[src/rtl/stg_pkg.sv]
package stg_pkg;

  typedef enum logic [2:0] {
    STG_OK        = 3'd0,
    STG_E_ALIGN   = 3'd1,
    STG_E_BUDGET  = 3'd2,
    STG_E_IO      = 3'd3,
    STG_E_TIMEOUT = 3'd4,
    STG_E_HDR     = 3'd5,
    STG_E_OFFSET  = 3'd6,
    STG_E_PROTO   = 3'd7
  } stg_err_e;

  localparam logic [1:0]  REG_CTRL   = 2'd0;
  localparam logic [1:0]  REG_STAT   = 2'd1;
  localparam logic [1:0]  REG_WDAT   = 2'd2;
  localparam logic [1:0]  REG_RDAT   = 2'd3;
  localparam logic [31:0] CTRL_ABORT = 32'h0000_0001;
  localparam logic [31:0] CTRL_GO    = 32'h8000_0000;
  localparam logic [31:0] CMD_LOAD   = 32'h0000_0003;
  localparam logic [31:0] END_OFFSET = 32'hFFFF_FFFF;
  localparam int          ST_READY   = 31;
  localparam int          ST_FAULT   = 2;
  localparam int          RSP_FAULT  = 2;
  localparam logic [31:0] TWO_HDR_BYTES = 32'd16;

  // bytes still to send from off, capped at one page
  function automatic logic [31:0] chunk_of(input logic [31:0] len,
                                           input logic [31:0] off,
                                           input logic [31:0] page);
    logic [31:0] rest;
    rest = len - off;
    return (rest < page) ? rest : page;
  endfunction

  // true when one more chunk would exceed twice the image length
  function automatic logic past_budget(input logic [33:0] sent,
                                       input logic [31:0] chunk,
                                       input logic [31:0] len);
    return (sent + {2'b00, chunk}) > {1'b0, len, 1'b0};
  endfunction

  // mailbox header size field, in dwords
  function automatic logic [31:0] req_size_words(input logic [31:0] chunk);
    return (TWO_HDR_BYTES + chunk) >> 2;
  endfunction

endpackage

[src/rtl/stg_chunk_calc.sv]
module stg_chunk_calc
  import stg_pkg::*;
#(
  parameter int PAGE_BYTES = 4096
) (
  input  logic [31:0] len,
  input  logic [31:0] off,
  input  logic [33:0] sent,
  output logic [31:0] chunk,
  output logic        at_end,
  output logic        over
);
  localparam logic [31:0] PAGE = 32'(PAGE_BYTES);

  always_comb begin
    at_end = (off == END_OFFSET);
    chunk  = chunk_of(len, off, PAGE);
    over   = past_budget(sent, chunk, len);
  end
endmodule

[src/rtl/stg_resp_check.sv]
module stg_resp_check
  import stg_pkg::*;
#(
  parameter logic [31:0] DEV_TAG = 32'h000B_8086
) (
  input  logic [31:0] hdr_lo,
  input  logic [31:0] hdr_hi,
  input  logic [31:0] nxt_off,
  input  logic [31:0] rsp_st,
  input  logic [31:0] len,
  output stg_err_e    verdict
);
  localparam logic [31:0] RSP_WORDS = 32'd4;

  logic hdr_bad, off_bad, st_bad;

  always_comb begin
    hdr_bad = (hdr_lo != DEV_TAG) || (hdr_hi != RSP_WORDS);
    off_bad = (nxt_off != END_OFFSET) && (nxt_off > len);
    st_bad  = rsp_st[RSP_FAULT];
    if (hdr_bad)      verdict = STG_E_HDR;
    else if (off_bad) verdict = STG_E_OFFSET;
    else if (st_bad)  verdict = STG_E_PROTO;
    else              verdict = STG_OK;
  end
endmodule

[src/rtl/stg_poll_timer.sv]
module stg_poll_timer #(
  parameter int POLL_LIMIT = 1000
) (
  input  logic clk,
  input  logic rst_n,
  input  logic clear,
  input  logic tick,
  output logic last_try
);
  localparam int CW = $clog2(POLL_LIMIT + 1);

  logic [CW-1:0] cnt;

  always_ff @(posedge clk or negedge rst_n) begin
    if (!rst_n)     cnt <= '0;
    else if (clear) cnt <= '0;
    else if (tick)  cnt <= cnt + 1'b1;
  end

  assign last_try = (cnt >= CW'(POLL_LIMIT - 1));
endmodule

[src/rtl/stg_sequencer.sv]
module stg_sequencer
  import stg_pkg::*;
#(
  parameter int          PAGE_BYTES = 4096,
  parameter int          POLL_LIMIT = 1000,
  parameter int          AW         = 12,
  parameter logic [31:0] DEV_TAG    = 32'h000B_8086
) (
  input  logic          clk,
  input  logic          rst_n,
  input  logic          start,
  input  logic [31:0]   img_len,
  output logic          mem_rd_en,
  output logic [AW-1:0] mem_addr,
  input  logic [31:0]   mem_rdata,
  output logic          bus_req,
  output logic          bus_we,
  output logic [1:0]    bus_addr,
  output logic [31:0]   bus_wdata,
  input  logic          bus_ack,
  input  logic [31:0]   bus_rdata,
  output logic          busy,
  output logic          done,
  output logic [2:0]    err_code
);
  localparam int PAGE_WORDS = PAGE_BYTES / 4;
  localparam int WCW        = $clog2(PAGE_WORDS + 1);

  typedef enum logic [3:0] {
    S_IDLE, S_ABORT, S_PLAN, S_HDR_LO, S_HDR_HI, S_CMD_LO, S_CMD_HI,
    S_FETCH, S_LATCH, S_DATA, S_GO, S_POLL, S_RD, S_RACK, S_EVAL
  } state_e;

  state_e      state;
  stg_err_e    err_q;
  logic [31:0] len_q, off_q, chunk_q, wbuf;
  logic [33:0] sent_q;
  logic [WCW-1:0] wcnt;
  logic [1:0]  ridx;
  logic [31:0] rsp [4];

  logic [31:0] plan_chunk;
  logic        plan_end, plan_over, poll_last;
  stg_err_e    rsp_verdict;

  // named internal events for the checker
  logic ev_abort_wr, ev_go_wr, ev_finish, ack_now, last_word, st_ready;
  assign ack_now     = bus_req && bus_ack;
  assign ev_abort_wr = (state == S_ABORT) && bus_ack;
  assign ev_go_wr    = (state == S_GO) && bus_ack;
  assign last_word   = ((32'(wcnt) + 32'd1) == (chunk_q >> 2));
  assign st_ready    = bus_rdata[ST_READY];

  stg_chunk_calc #(.PAGE_BYTES(PAGE_BYTES)) u_calc (
    .len(len_q), .off(off_q), .sent(sent_q),
    .chunk(plan_chunk), .at_end(plan_end), .over(plan_over)
  );

  stg_resp_check #(.DEV_TAG(DEV_TAG)) u_rchk (
    .hdr_lo(rsp[0]), .hdr_hi(rsp[1]), .nxt_off(rsp[2]), .rsp_st(rsp[3]),
    .len(len_q), .verdict(rsp_verdict)
  );

  stg_poll_timer #(.POLL_LIMIT(POLL_LIMIT)) u_timer (
    .clk(clk), .rst_n(rst_n), .clear(ev_go_wr),
    .tick((state == S_POLL) && bus_ack), .last_try(poll_last)
  );

  // bus request decode: a pure function of the registered state
  always_comb begin
    bus_req   = 1'b1;
    bus_we    = 1'b1;
    bus_addr  = REG_WDAT;
    bus_wdata = 32'd0;
    case (state)
      S_ABORT:  begin bus_addr = REG_CTRL; bus_wdata = CTRL_ABORT; end
      S_HDR_LO: bus_wdata = DEV_TAG;
      S_HDR_HI: bus_wdata = req_size_words(chunk_q);
      S_CMD_LO: bus_wdata = CMD_LOAD;
      S_CMD_HI: bus_wdata = 32'd0;
      S_DATA:   bus_wdata = wbuf;
      S_GO:     begin bus_addr = REG_CTRL; bus_wdata = CTRL_GO; end
      S_POLL:   begin bus_we = 1'b0; bus_addr = REG_STAT; end
      S_RD:     begin bus_we = 1'b0; bus_addr = REG_RDAT; end
      S_RACK:   bus_addr = REG_RDAT;
      default:  bus_req = 1'b0;
    endcase
  end

  assign mem_rd_en = (state == S_FETCH);
  assign mem_addr  = AW'(off_q >> 2) + AW'(wcnt);
  assign busy      = (state != S_IDLE);
  assign err_code  = err_q;
  assign ev_finish = busy && !(state inside {S_ABORT, S_HDR_LO, S_HDR_HI, S_CMD_LO,
                     S_CMD_HI, S_FETCH, S_LATCH, S_DATA, S_RD, S_RACK})
                     && ((state == S_PLAN && (plan_end || plan_over))
                      || (state == S_POLL && bus_ack && (st_ready || poll_last)
                          && (bus_rdata[ST_FAULT] || !st_ready))
                      || (state == S_EVAL && rsp_verdict != STG_OK));

  always_ff @(posedge clk or negedge rst_n) begin
    if (!rst_n) begin
      state   <= S_IDLE;
      done    <= 1'b0;
      err_q   <= STG_OK;
      len_q   <= '0;
      off_q   <= '0;
      sent_q  <= '0;
      chunk_q <= '0;
      wbuf    <= '0;
      wcnt    <= '0;
      ridx    <= '0;
      for (int i = 0; i < 4; i++) rsp[i] <= '0;
    end else begin
      case (state)
        S_IDLE: if (start) begin
          if (img_len[1:0] != 2'b00) begin
            done  <= 1'b1;
            err_q <= STG_E_ALIGN;
          end else begin
            done   <= 1'b0;
            err_q  <= STG_OK;
            len_q  <= img_len;
            off_q  <= '0;
            sent_q <= '0;
            state  <= S_ABORT;
          end
        end
        S_ABORT: if (ack_now) state <= S_PLAN;
        S_PLAN: begin
          if (plan_end) begin
            done <= 1'b1; state <= S_IDLE;
          end else if (plan_over) begin
            done <= 1'b1; err_q <= STG_E_BUDGET; state <= S_IDLE;
          end else begin
            chunk_q <= plan_chunk;
            state   <= S_HDR_LO;
          end
        end
        S_HDR_LO: if (ack_now) state <= S_HDR_HI;
        S_HDR_HI: if (ack_now) state <= S_CMD_LO;
        S_CMD_LO: if (ack_now) state <= S_CMD_HI;
        S_CMD_HI: if (ack_now) begin
          wcnt  <= '0;
          state <= (chunk_q == 32'd0) ? S_GO : S_FETCH;
        end
        S_FETCH: state <= S_LATCH;
        S_LATCH: begin wbuf <= mem_rdata; state <= S_DATA; end
        S_DATA: if (ack_now) begin
          wcnt  <= wcnt + 1'b1;
          state <= last_word ? S_GO : S_FETCH;
        end
        S_GO: if (ack_now) begin
          sent_q <= sent_q + {2'b00, chunk_q};
          state  <= S_POLL;
        end
        S_POLL: if (ack_now && (st_ready || poll_last)) begin
          if (bus_rdata[ST_FAULT]) begin
            done <= 1'b1; err_q <= STG_E_IO; state <= S_IDLE;
          end else if (!st_ready) begin
            done <= 1'b1; err_q <= STG_E_TIMEOUT; state <= S_IDLE;
          end else begin
            ridx <= '0; state <= S_RD;
          end
        end
        S_RD: if (ack_now) begin
          rsp[ridx] <= bus_rdata;
          state     <= S_RACK;
        end
        S_RACK: if (ack_now) begin
          ridx  <= ridx + 1'b1;
          state <= (ridx == 2'd3) ? S_EVAL : S_RD;
        end
        S_EVAL: begin
          if (rsp_verdict != STG_OK) begin
            done <= 1'b1; err_q <= rsp_verdict; state <= S_IDLE;
          end else begin
            off_q <= rsp[2];
            state <= S_PLAN;
          end
        end
        default: state <= S_IDLE;
      endcase
    end
  end
endmodule

[config.mk]
export PLATFORM = sky130hd
export DESIGN_NAME = stg_sequencer
export DESIGN_NICKNAME = d
export VERILOG_FILES = /design/src/rtl/stg_pkg.sv /design/src/rtl/stg_chunk_calc.sv /design/src/rtl/stg_resp_check.sv /design/src/rtl/stg_poll_timer.sv /design/src/rtl/stg_sequencer.sv
export SDC_FILE = /design/constraint.sdc
export NUM_CORES = 1
export LEC_CHECK = 0
export BUFFER_PORTS_ARGS = -buffer_cell sky130_fd_sc_hd__buf_2
export CAP_MARGIN = 20
export CORE_ASPECT_RATIO = 1.2
export CORE_MARGIN = 3
export CORE_UTILIZATION = 30
export DETAILED_ROUTE_END_ITERATION = 6
export PLACE_DENSITY = 0.46
export SYNTH_ARGS = -nofsm -noshare
export SYNTH_HDL_FRONTEND = slang
export SYNTH_HIERARCHICAL = 1
export SYNTH_SLANG_ARGS = --single-unit
[constraint.sdc]
create_clock -name clk -period 8.6 [get_ports clk]
set_clock_uncertainty 0.15 [all_clocks]
set_input_delay 2.58 -clock clk [delete_from_list [all_inputs] [get_ports clk]]
set_output_delay 2.58 -clock clk [all_outputs]
set_load 0.01 [all_outputs]
# Word level (Yosys, flattened, before mapping)
# Cells that the tools add are included.
# Widths: inputs -> output; s select.
classes:
  n_addsub: 9
  order_cmp: 6
  eq_ne: 40
  muxes: 68
  bitwise_logic: 4
  n_reduce_logical: 33
op_table:
  columns: ["cell", "n"]
  rows:
  - ["$pmux 32 s6", 1]
  - ["$mux 32", 5]
  - ["$bwmux 128", 1]
  - ["$mux 34", 3]
  - ["$add 34x32->34", 2]
  - ["$pmux 34 s2", 1]
  - ["$demux 32 s2", 1]
  - ["$mux 4", 16]
  - ["$pmux 32 s2", 1]
  - ["$pmux 4 s15", 1]
  - ["$gt 34x33->1", 1]
  - ["$add 5x32->32 const A", 1]
  - ["$eq 32x32->1 const B", 1]
  - ["$gt 32x32->1", 1]
  - ["$logic_not 32->1", 1]
  - ["$lt 32x13->1 const B", 1]
  - ["$ne 2x2->1 const B", 16]
  - ["$ne 32x20->1 const B", 1]
  - ["$ne 32x3->1 const B", 1]
  - ["$ne 32x32->1 const B", 1]
  - ["$sub 32x32->32", 1]
  - ["$eq 12x30->1", 1]
  - ["$mux 3", 10]
  - ["$eq 4x4->1 const B", 7]
  - ["other kinds (40)", 84]
word_totals:
  register_bits: 321
  in_bits: 100

# Logic depth before layout (Yosys ltp)
# Gate-level depths: netlist of run 1.
logic_depth:
  word_depth: 8
  depth_mapped: 40

# Cells and area by module
# The synthesis of run 1 kept the hierarchy.
by_module_without_submodules:
  columns: ["mod", "instances", "cells_per_inst", "area_per_inst_um2"]
  rows:
  - ["stg_sequencer", 1, 1488, 15627.5]
  - ["stg_chunk_calc", 1, 701, 4814.6]
  - ["stg_resp_check", 1, 151, 1051.0]
  - ["stg_poll_timer", 1, 52, 525.5]

# Worst setup path after synthesis of run 1
# Ideal clock, no wire load.
synth_timing:
  path_type: "register to register"
  startpoint: "register len_q[0]"
  endpoint: "register state[1]"
  arrival_time_ns: 7.282
  setup_slack_ns: 1.091
  path_stages_with_launch: 40
  n_path_buf: 1
  synth_period_minus_slack_ns: 7.509
  path_cell_list: "dfrtp_1 > inv_1 > ha_1 > fa_1 > nand2b_1 > a211oi_2 > o211ai_1 > a21o_1 > a2111oi_0 > mux2i_1 > nand3_1 > buf_2 > nor4_2 > ha_1 > fa_1 > a211oi_1 > o21ai_0 > nand3_1 > [4 not listed] > o21ai_0 > xor2_1 > ha_1 > a21o_1 > a21o_1 > a21oi_1 > nor3_1 > a2111oi_0 > nand3_1 > o211ai_1 > nand2_1 > nor2_1 > nand3_1 > nor4b_1 > o21ai_0 > nand2_1 > a22o_1 > a21oi_1"
synth_via:
  elab_chain_cells: 8
  elab_cells_between_ends: 14
  classes_between: "add/sub: 2; order compare: 3; mux: 7; reduce/logical: 2"
synth_lines:
  columns: ["item", "line_no", "rtl"]
  rows:
  - ["start: declaration", "stg_sequencer.sv:36", "logic [31:0] len_q, off_q, chunk_q, wbuf;"]
  - ["start signal: assignment", "stg_sequencer.sv:123", "len_q <= img_len;"]
  - ["$sub 32x32->32 (*)", "stg_pkg.sv:32", "rest = len - off;"]
  - ["$lt 32x13->1", "stg_pkg.sv:33", "return (rest < page) ? rest : page;"]
  - ["$mux 32 (*)", "stg_pkg.sv:33", null]
  - ["via plan_chunk[0]", "stg_sequencer.sv:42", "logic [31:0] plan_chunk;"]
  - ["$add 34x32->34 (*)", "stg_pkg.sv:40", "return (sent + {2'b00, chunk}) > {1'b0, len, 1'b0};"]
  - ["$gt 34x33->1 (*)", "stg_pkg.sv:40", null]
  - ["via plan_over", "stg_sequencer.sv:43", "logic plan_end, plan_over, poll_last;"]
  - ["$mux 2 (*)", "stg_sequencer.sv:133", "end else if (plan_over) begin"]
  - ["$mux 2 (*)", "stg_sequencer.sv:131", "if (plan_end) begin"]
  - ["$pmux 4 s15 (*)", "stg_sequencer.sv:115", "case (state)"]
  - ["end signal: assignment", "stg_sequencer.sv:145", "state <= (chunk_q == 32'd0) ? S_GO : S_FETCH;"]
  - ["end signal: assignment", "stg_sequencer.sv:151", "state <= last_word ? S_GO : S_FETCH;"]
  - ["end signal: assignment", "stg_sequencer.sv:172", "state <= (ridx == 2'd3) ? S_EVAL : S_RD;"]
  - ["end: declaration", "stg_sequencer.sv:34", "state_e state;"]
# The timed path passes the listed nets; every way through them passes the cells marked *.
# A chain may end at the register's enable or synchronous reset.

# Worst setup path after layout of run 1
# Same ends and word-level chain as after synthesis.

==> metrics.csv, run 1 <==
stage,metric,value,unit
detailed_routing,drtIter0Drc,1112,
cells_and_area,final_cell_count_no_fill,3482,
worst_setup_path,cp.required,8.91,ns
global_route,grt_pass1_wl,105000,um
synth,syn_avg_cell_area,8.97,um2
clock_tree,clockBufferDepth,3,
clock_tree,cts_max_level,2,
placed_design,io_buffers,153,
worst_setup_path,critPathMaxStageDelay,0.41,ns
placed_design,dpl_cell_area,23100,um2
global_route,grt_pass1_vias,18189,
cells_and_area,area_growth,17.7,%
detailed_routing,drc,0,
hold_path,hold_class,reg -> reg,
clock_tree,clk_pin_slew_worst_paths,0.05,ns
power_and_ir_drop,power_density,319,nW/um2
sta,tightest_slew,1.14,ns
sta,final-hold-violation-count,0,
detailed_routing,first_pass_iters,5,
placed_design,dp.cells,3412,
power_and_ir_drop,switching_power,3.47,mW
floorplan,die_w,247,um
sta,fmax,123,MHz
placed_design,post-dp-hpwl,52900,um
floorplan,die_y,295,um
worst_setup_path,cp-start-kind,register,
power_and_ir_drop,power_frac_seq,27.4,%
cells_and_area,final_nets,2832,
synth,synth_area,20900,um2
cells_and_area,nFillCells,7079,
floorplan,initial_utilization,30.4,%
detailed_routing,viasPerCell,5.11,
sta,fin_tns_setup,0,ns
clock_tree,clock_latency,0.56,ns
placed_design,routabilityCongestion,0.892,
worst_setup_path,path_buf_inv,4,
worst_setup_path,critPathSlowestCell,fa_1,
detailed_routing,ant_nets,0,
status,outcome,"finished, final reports clean",
detailed_routing,num_vias,17785,
clock_tree,cts_buffers,37,
sta,maxSlewViolCount,0,
cells_and_area,diodes,0,
floorplan,core,68700,um2
sta,setup_violations,0,
floorplan,fp-row-count,105,
power_and_ir_drop,power,7.83,mW
detailed_routing,wl_per_cell,19.5,um
synth,netlist_instances,2328,
worst_setup_path,end_kind,register,
detailed_routing,routed_wl,67800,um
power_and_ir_drop,pwr-share-clk,20.2,%
power_and_ir_drop,p_int,4.36,mW
worst_setup_path,crit_type,reg -> reg,
worst_setup_path,path_max_fanout,5,
floorplan,die-area,72800,um2
sta,period_share,94.3,%
power_and_ir_drop,peakVddDrop,0.188,mV
global_route,track_usage,18.3,%
global_route,grt_max_degree,150,
job,maxCapViolations,0,
clock_tree,clkSinkCount,290,
power_and_ir_drop,power_frac_comb,52.5,%
power_and_ir_drop,sw_frac_of_total,44.3,%
cells_and_area,drive_above_1_share,20.8,%
sta,hold_slack,0.353,ns
cells_and_area,layout_common_cells,"337 x nand2_1, 289 x dfrtp_1, 175 x ha_1, 168 x o21ai_0, 162 x mux2_2",
power_and_ir_drop,p_leak,11.4,nW
cells_and_area,final_area,24600,um2
sta,min_period,8.11,ns
global_route,antenna_found_initial,1,
worst_setup_path,worstPathArrival,8.42,ns
clock_tree,cts_root_buf,clkbuf_16,
floorplan,num_io_pins,154,
worst_setup_path,path_delay_family,compound AO/OA/AOI/OAI gates,
sta,relSlewSlack,23.1,%
global_route,grt_remaining_overflow,0,
synth,yosys_warnings,6,
cells_and_area,final_common_cell,nand2_1,
clock_tree,cts_tree,done,
timing repair:
| action | in CTS | in global routing |
|---|---|---|
| resized for setup | 13 | 37 |
| pin swaps | 3 | 14 |
| setup buffers | 4 | 3 |
| hold buffers | 0 | 0 |
| setup endpoints to repair | 33 | 38 |
area by class of cell:
class                           instances  area [um2]  share of cell area (%)
Multi-Input combinational cell       1817       12900                    52.5
Sequential cell                       290        7260                    29.5
Timing Repair Buffer                  241        1460                    5.94
Tap cell                              909        1140                    4.63
Clock buffer                           51        1060                    4.30
Inverter                              162         608                    2.47
Clock inverter                         12         155                   0.631
flip-flops by register name (all words and copies together), names as in the netlist:
signal	cells
wcnt	11
len_q	32
state	4
off_q	32
sent_q	34
ridx	2
done	1
wbuf	32
u_timer/cnt	10
rsp	97
err_code	3
chunk_q	32
power by group through the flow:
stage / Sequential [mW] / Clock (mW) / Combinational (mW)
final: 2.14 / 1.58 / 4.11
after global routing: 2.20 / 1.69 / 4.56
after CTS: 2.16 / 1.63 / 3.99
after detailed placement: 2.18 / 0 / 3.89
after global placement: 2.17 / 0 / 3.85
after floorplan: 1.98 / 0 / 2.82
metrics by stage:
stage / worst slack [ns] / utilization (%)
floorplan: 1.09 / -
global placement: -0.101 / 33.6
detailed placement: -0.259 / 33.6
CTS: 0.0537 / 35.5
global route: -0.0592 / 35.8
finish: 0.493 / 35.8
per-layer routing:
| metal | global-route usage (%) | share of wire, % | wire, um |
|---|---|---|---|
| met1 | 22.9 | 44 | 29500 |
| met2 | 32.8 | 50 | 33900 |
| met3 | 2.26 | 3.3 | 2250 |
| met4 | 5.80 | 3.1 | 2100 |
| met5 | 0 | 0 | 0 |
worst register-to-register path, delay by kind of cell, from the launching register on:
| family | cells | cell delay, ns |
|---|---|---|
| and+or+nand+nor | 13 | 2.42 |
| adders and majority gates | 4 | 1.20 |
| xor gates and xnor gates | 1 | 0.14 |
| buffers and inverters | 4 | 0.55 |
| AOI/OAI and AO/OA | 18 | 3.13 |
| DFF | 1 | 0.34 |
| muxes | 1 | 0.09 |
final timing paths:
| kind | from | end | slack, ns | depth (start not counted) |
|---|---|---|---|---|
| hold reg to reg | rsp[115]$_DFFE_PN0P_ | rsp[115]$_DFFE_PN0P_ | 0.35 | 1 |
| setup / recovery | len_q[0]$_DFFE_PN0P_ | state[1]$_DFFE_PN0P_ | 0.49 | 41 |
| min in group asynchronous | rst_n | len_q[20]$_DFFE_PN0P_ | 1.80 | 1 |
| setup reg to reg | len_q[0]$_DFFE_PN0P_ | state[1]$_DFFE_PN0P_ | 0.49 | 41 |
| hold / removal | rsp[115]$_DFFE_PN0P_ | rsp[115]$_DFFE_PN0P_ | 0.35 | 1 |
| max in group asynchronous | rst_n | off_q[23]$_DFFE_PN0P_ | 5.05 | 2 |
Power figures use the tool's default switching activity.
==> inputs of run 2 (changes only) <==
ABC_AREA = 1   (was default)
==> metrics.csv, run 2 <==
stage,metric,value,unit,change
status,outcome,"finished, final reports clean",,
detailed_routing,ant_nets,0,,unchanged
sta,maxSlewViolCount,0,,unchanged
power_and_ir_drop,power,7.67,mW,-2.1%
worst_setup_path,worstPathArrival,7.70,ns,-0.72 ns
power_and_ir_drop,peakVddDrop,0.184,mV,-2.2%
cells_and_area,final_cell_count_no_fill,4363,,+25%
worst_setup_path,path_max_fanout,40,,+35
floorplan,initial_utilization,30.4,%,about the same
global_route,grt_pass1_vias,20353,,+12%
detailed_routing,wl_per_cell,17.6,um,-9.6%
worst_setup_path,cp_common_cell,nand3_1,,
worst_setup_path,critPathMaxStageDelay,0.48,ns,+0.07 ns
detailed_routing,num_vias,20959,,+18%
placed_design,post-dp-hpwl,61100,um,+15%
cells_and_area,final_nets,3685,,+30%
cells_and_area,final_area,25000,um2,+1.8%
clock_tree,post_cts.repair.setup_buffers,0,,-4
cells_and_area,area_growth,13.5,%,
clock_tree,clkSinkCount,290,,unchanged
detailed_routing,viasPerCell,4.80,,-5.9%
job,maxCapViolations,0,,unchanged
global_route,grt_max_degree,127,,-15%
placed_design,dp.cells,4299,,+26%
floorplan,num_io_pins,154,,unchanged
placed_design,dpl_cell_area,23900,um2,+3.6%
cells_and_area,layout_common_cells,"1,083 x nand2_1, 401 x inv_1, 290 x dfrtp_1, 276 x nor2_1, 179 x ha_1",,
worst_setup_path,end_kind,register,,
clock_tree,cts_root_buf,clkbuf_16,,
floorplan,die_y,303,um,+2.7%
sta,min_period,7.44,ns,-0.665 ns
clock_tree,cts-hold-fix-buffers,0,,unchanged
detailed_routing,drtIter0Drc,1428,,+28%
detailed_routing,routed_wl,76800,um,+13%
power_and_ir_drop,p_leak,13.0,nW,+14%
clock_tree,clockBufferDepth,3,,unchanged
cells_and_area,final_common_cell,nand2_1,,
sta,final-hold-violation-count,0,,unchanged
clock_tree,cts_tree,done,,
clock_tree,clock_latency,0.56,ns,about the same
sta,fmax,134,MHz,+8.9%
global_route,track_usage,19.9,%,+1.6 points
cells_and_area,nFillCells,7952,,+12%
global_route,grt_remaining_overflow,0,,unchanged
floorplan,die_w,254,um,+2.7%
worst_setup_path,crit_type,reg -> reg,,
worst_setup_path,cp-start-kind,register,,
clock_tree,clk_pin_slew_worst_paths,0.06,ns,about the same
sta,period_share,86.5,%,-7.7 points
cells_and_area,fin_util,34.5,%,-1.3 points
sta,tightest_slew,1.03,ns,-0.106 ns
placed_design,routabilityCongestion,0.888,,-0.49%
sta,rsz0062_at_grt,false,,
worst_setup_path,cp.required,8.86,ns,-0.05 ns
synth,synth_area,22100,um2,+5.7%
placed_design,io_buffers,153,,unchanged
clock_tree,cts_buffers,36,,-2.7%
sta,setup_violations,0,,unchanged
clock_tree,cts_max_level,2,,unchanged
detailed_routing,first_pass_iters,6,,+1
worst_setup_path,critPathSlowestCell,a21boi_0,,
global_route,grt_pass1_wl,119000,um,+13%
power_and_ir_drop,power_density,306,nW/um2,-3.9%
sta,fin_tns_setup,0,ns,unchanged
floorplan,fp-row-count,108,,+2.9%
synth,yosys_warnings,6,,unchanged
detailed_routing,drc,0,,unchanged
clock_tree,ctsResizeCount,0,,-13
floorplan,die-area,76900,um2,+5.5%
global_route,antenna_found_initial,2,,+1
cells_and_area,reg_top3,"rsp (97), sent_q (34)",,
synth,netlist_instances,3236,,+39%
floorplan,core,72600,um2,+5.6%
synth,syn_avg_cell_area,6.82,um2,-24%
cells_and_area,regMostFlops,rsp,,
cells_and_area,largest_register_ffs,97,,unchanged
sta,relSlewSlack,31.2,%,+8.0 points
cells_and_area,drive_above_1_share,8.90,%,-12 points
hold_path,hold_class,reg -> reg,,
## run 2: final cells by class
| cell class | count | area [um2] | area share, % |
|---|---|---|---|
| Antenna cell | 2 | 5.00 | 0.0200 |
| Clock buffer | 54 | 1100 | 4.39 |
| Clock inverter | 8 | 47.5 | 0.190 |
| Inverter | 415 | 1560 | 6.22 |
| Multi-Input combinational cell | 2490 | 13000 | 51.9 |
| Sequential cell | 290 | 7260 | 29.0 |
| Tap cell | 935 | 1170 | 4.67 |
| Timing Repair Buffer | 169 | 908 | 3.63 |
## run 2: worst paths after layout
path	end	start	cells past startpoint	slack (ns)
min	wbuf[31]$_DFFE_PN0P_	wbuf[31]$_DFFE_PN0P_	2	0.32
min in group asynchronous	sent_q[26]$_DFFE_PN0P_	rst_n	1	1.88
min reg2reg	wbuf[31]$_DFFE_PN0P_	wbuf[31]$_DFFE_PN0P_	2	0.32
max in group asynchronous	rsp[43]$_DFFE_PN0P_	rst_n	2	4.90
max	chunk_q[6]$_DFFE_PN0P_	len_q[0]$_DFFE_PN0P_	36	1.16
max reg2reg	chunk_q[6]$_DFFE_PN0P_	len_q[0]$_DFFE_PN0P_	36	1.16
## run 2: power by group
group	switching, mW	total (mW)	internal [mW]
clock	0.627	1.51	0.881
sequential	0.505	2.22	1.71
combinational	2.58	3.94	1.36
## run 2: metal layers
layer	share of wire [%]	vias up	GRT usage [%]
met5	0	-	0
met4	2.9	0	6.17
met3	3.8	95	2.20
met2	48	411	34.0
met1	46	9698	26.4
li1	-	10755	-
## run 2: metrics by stage
step / hold WS, ns / setup WS, ns
finish: 0.316 / 1.16
global placement: 0.305 / 1.27
detailed placement: 0.308 / 1.18
floorplan: 0.292 / 2.62
global route: 0.336 / 0.281
CTS: 0.323 / 1.12
## run 2: critical path, delay by kind of cell (launching register included)
family	cells	cell delay (ns)
AO/OA/AOI/OAI	6	1.45
XOR/XNOR	2	0.24
adder cells (fa/ha/maj)	4	1.27
buffers and inverters	5	0.90
flip-flops	1	0.40
AND/OR/NAND/NOR	19	2.87
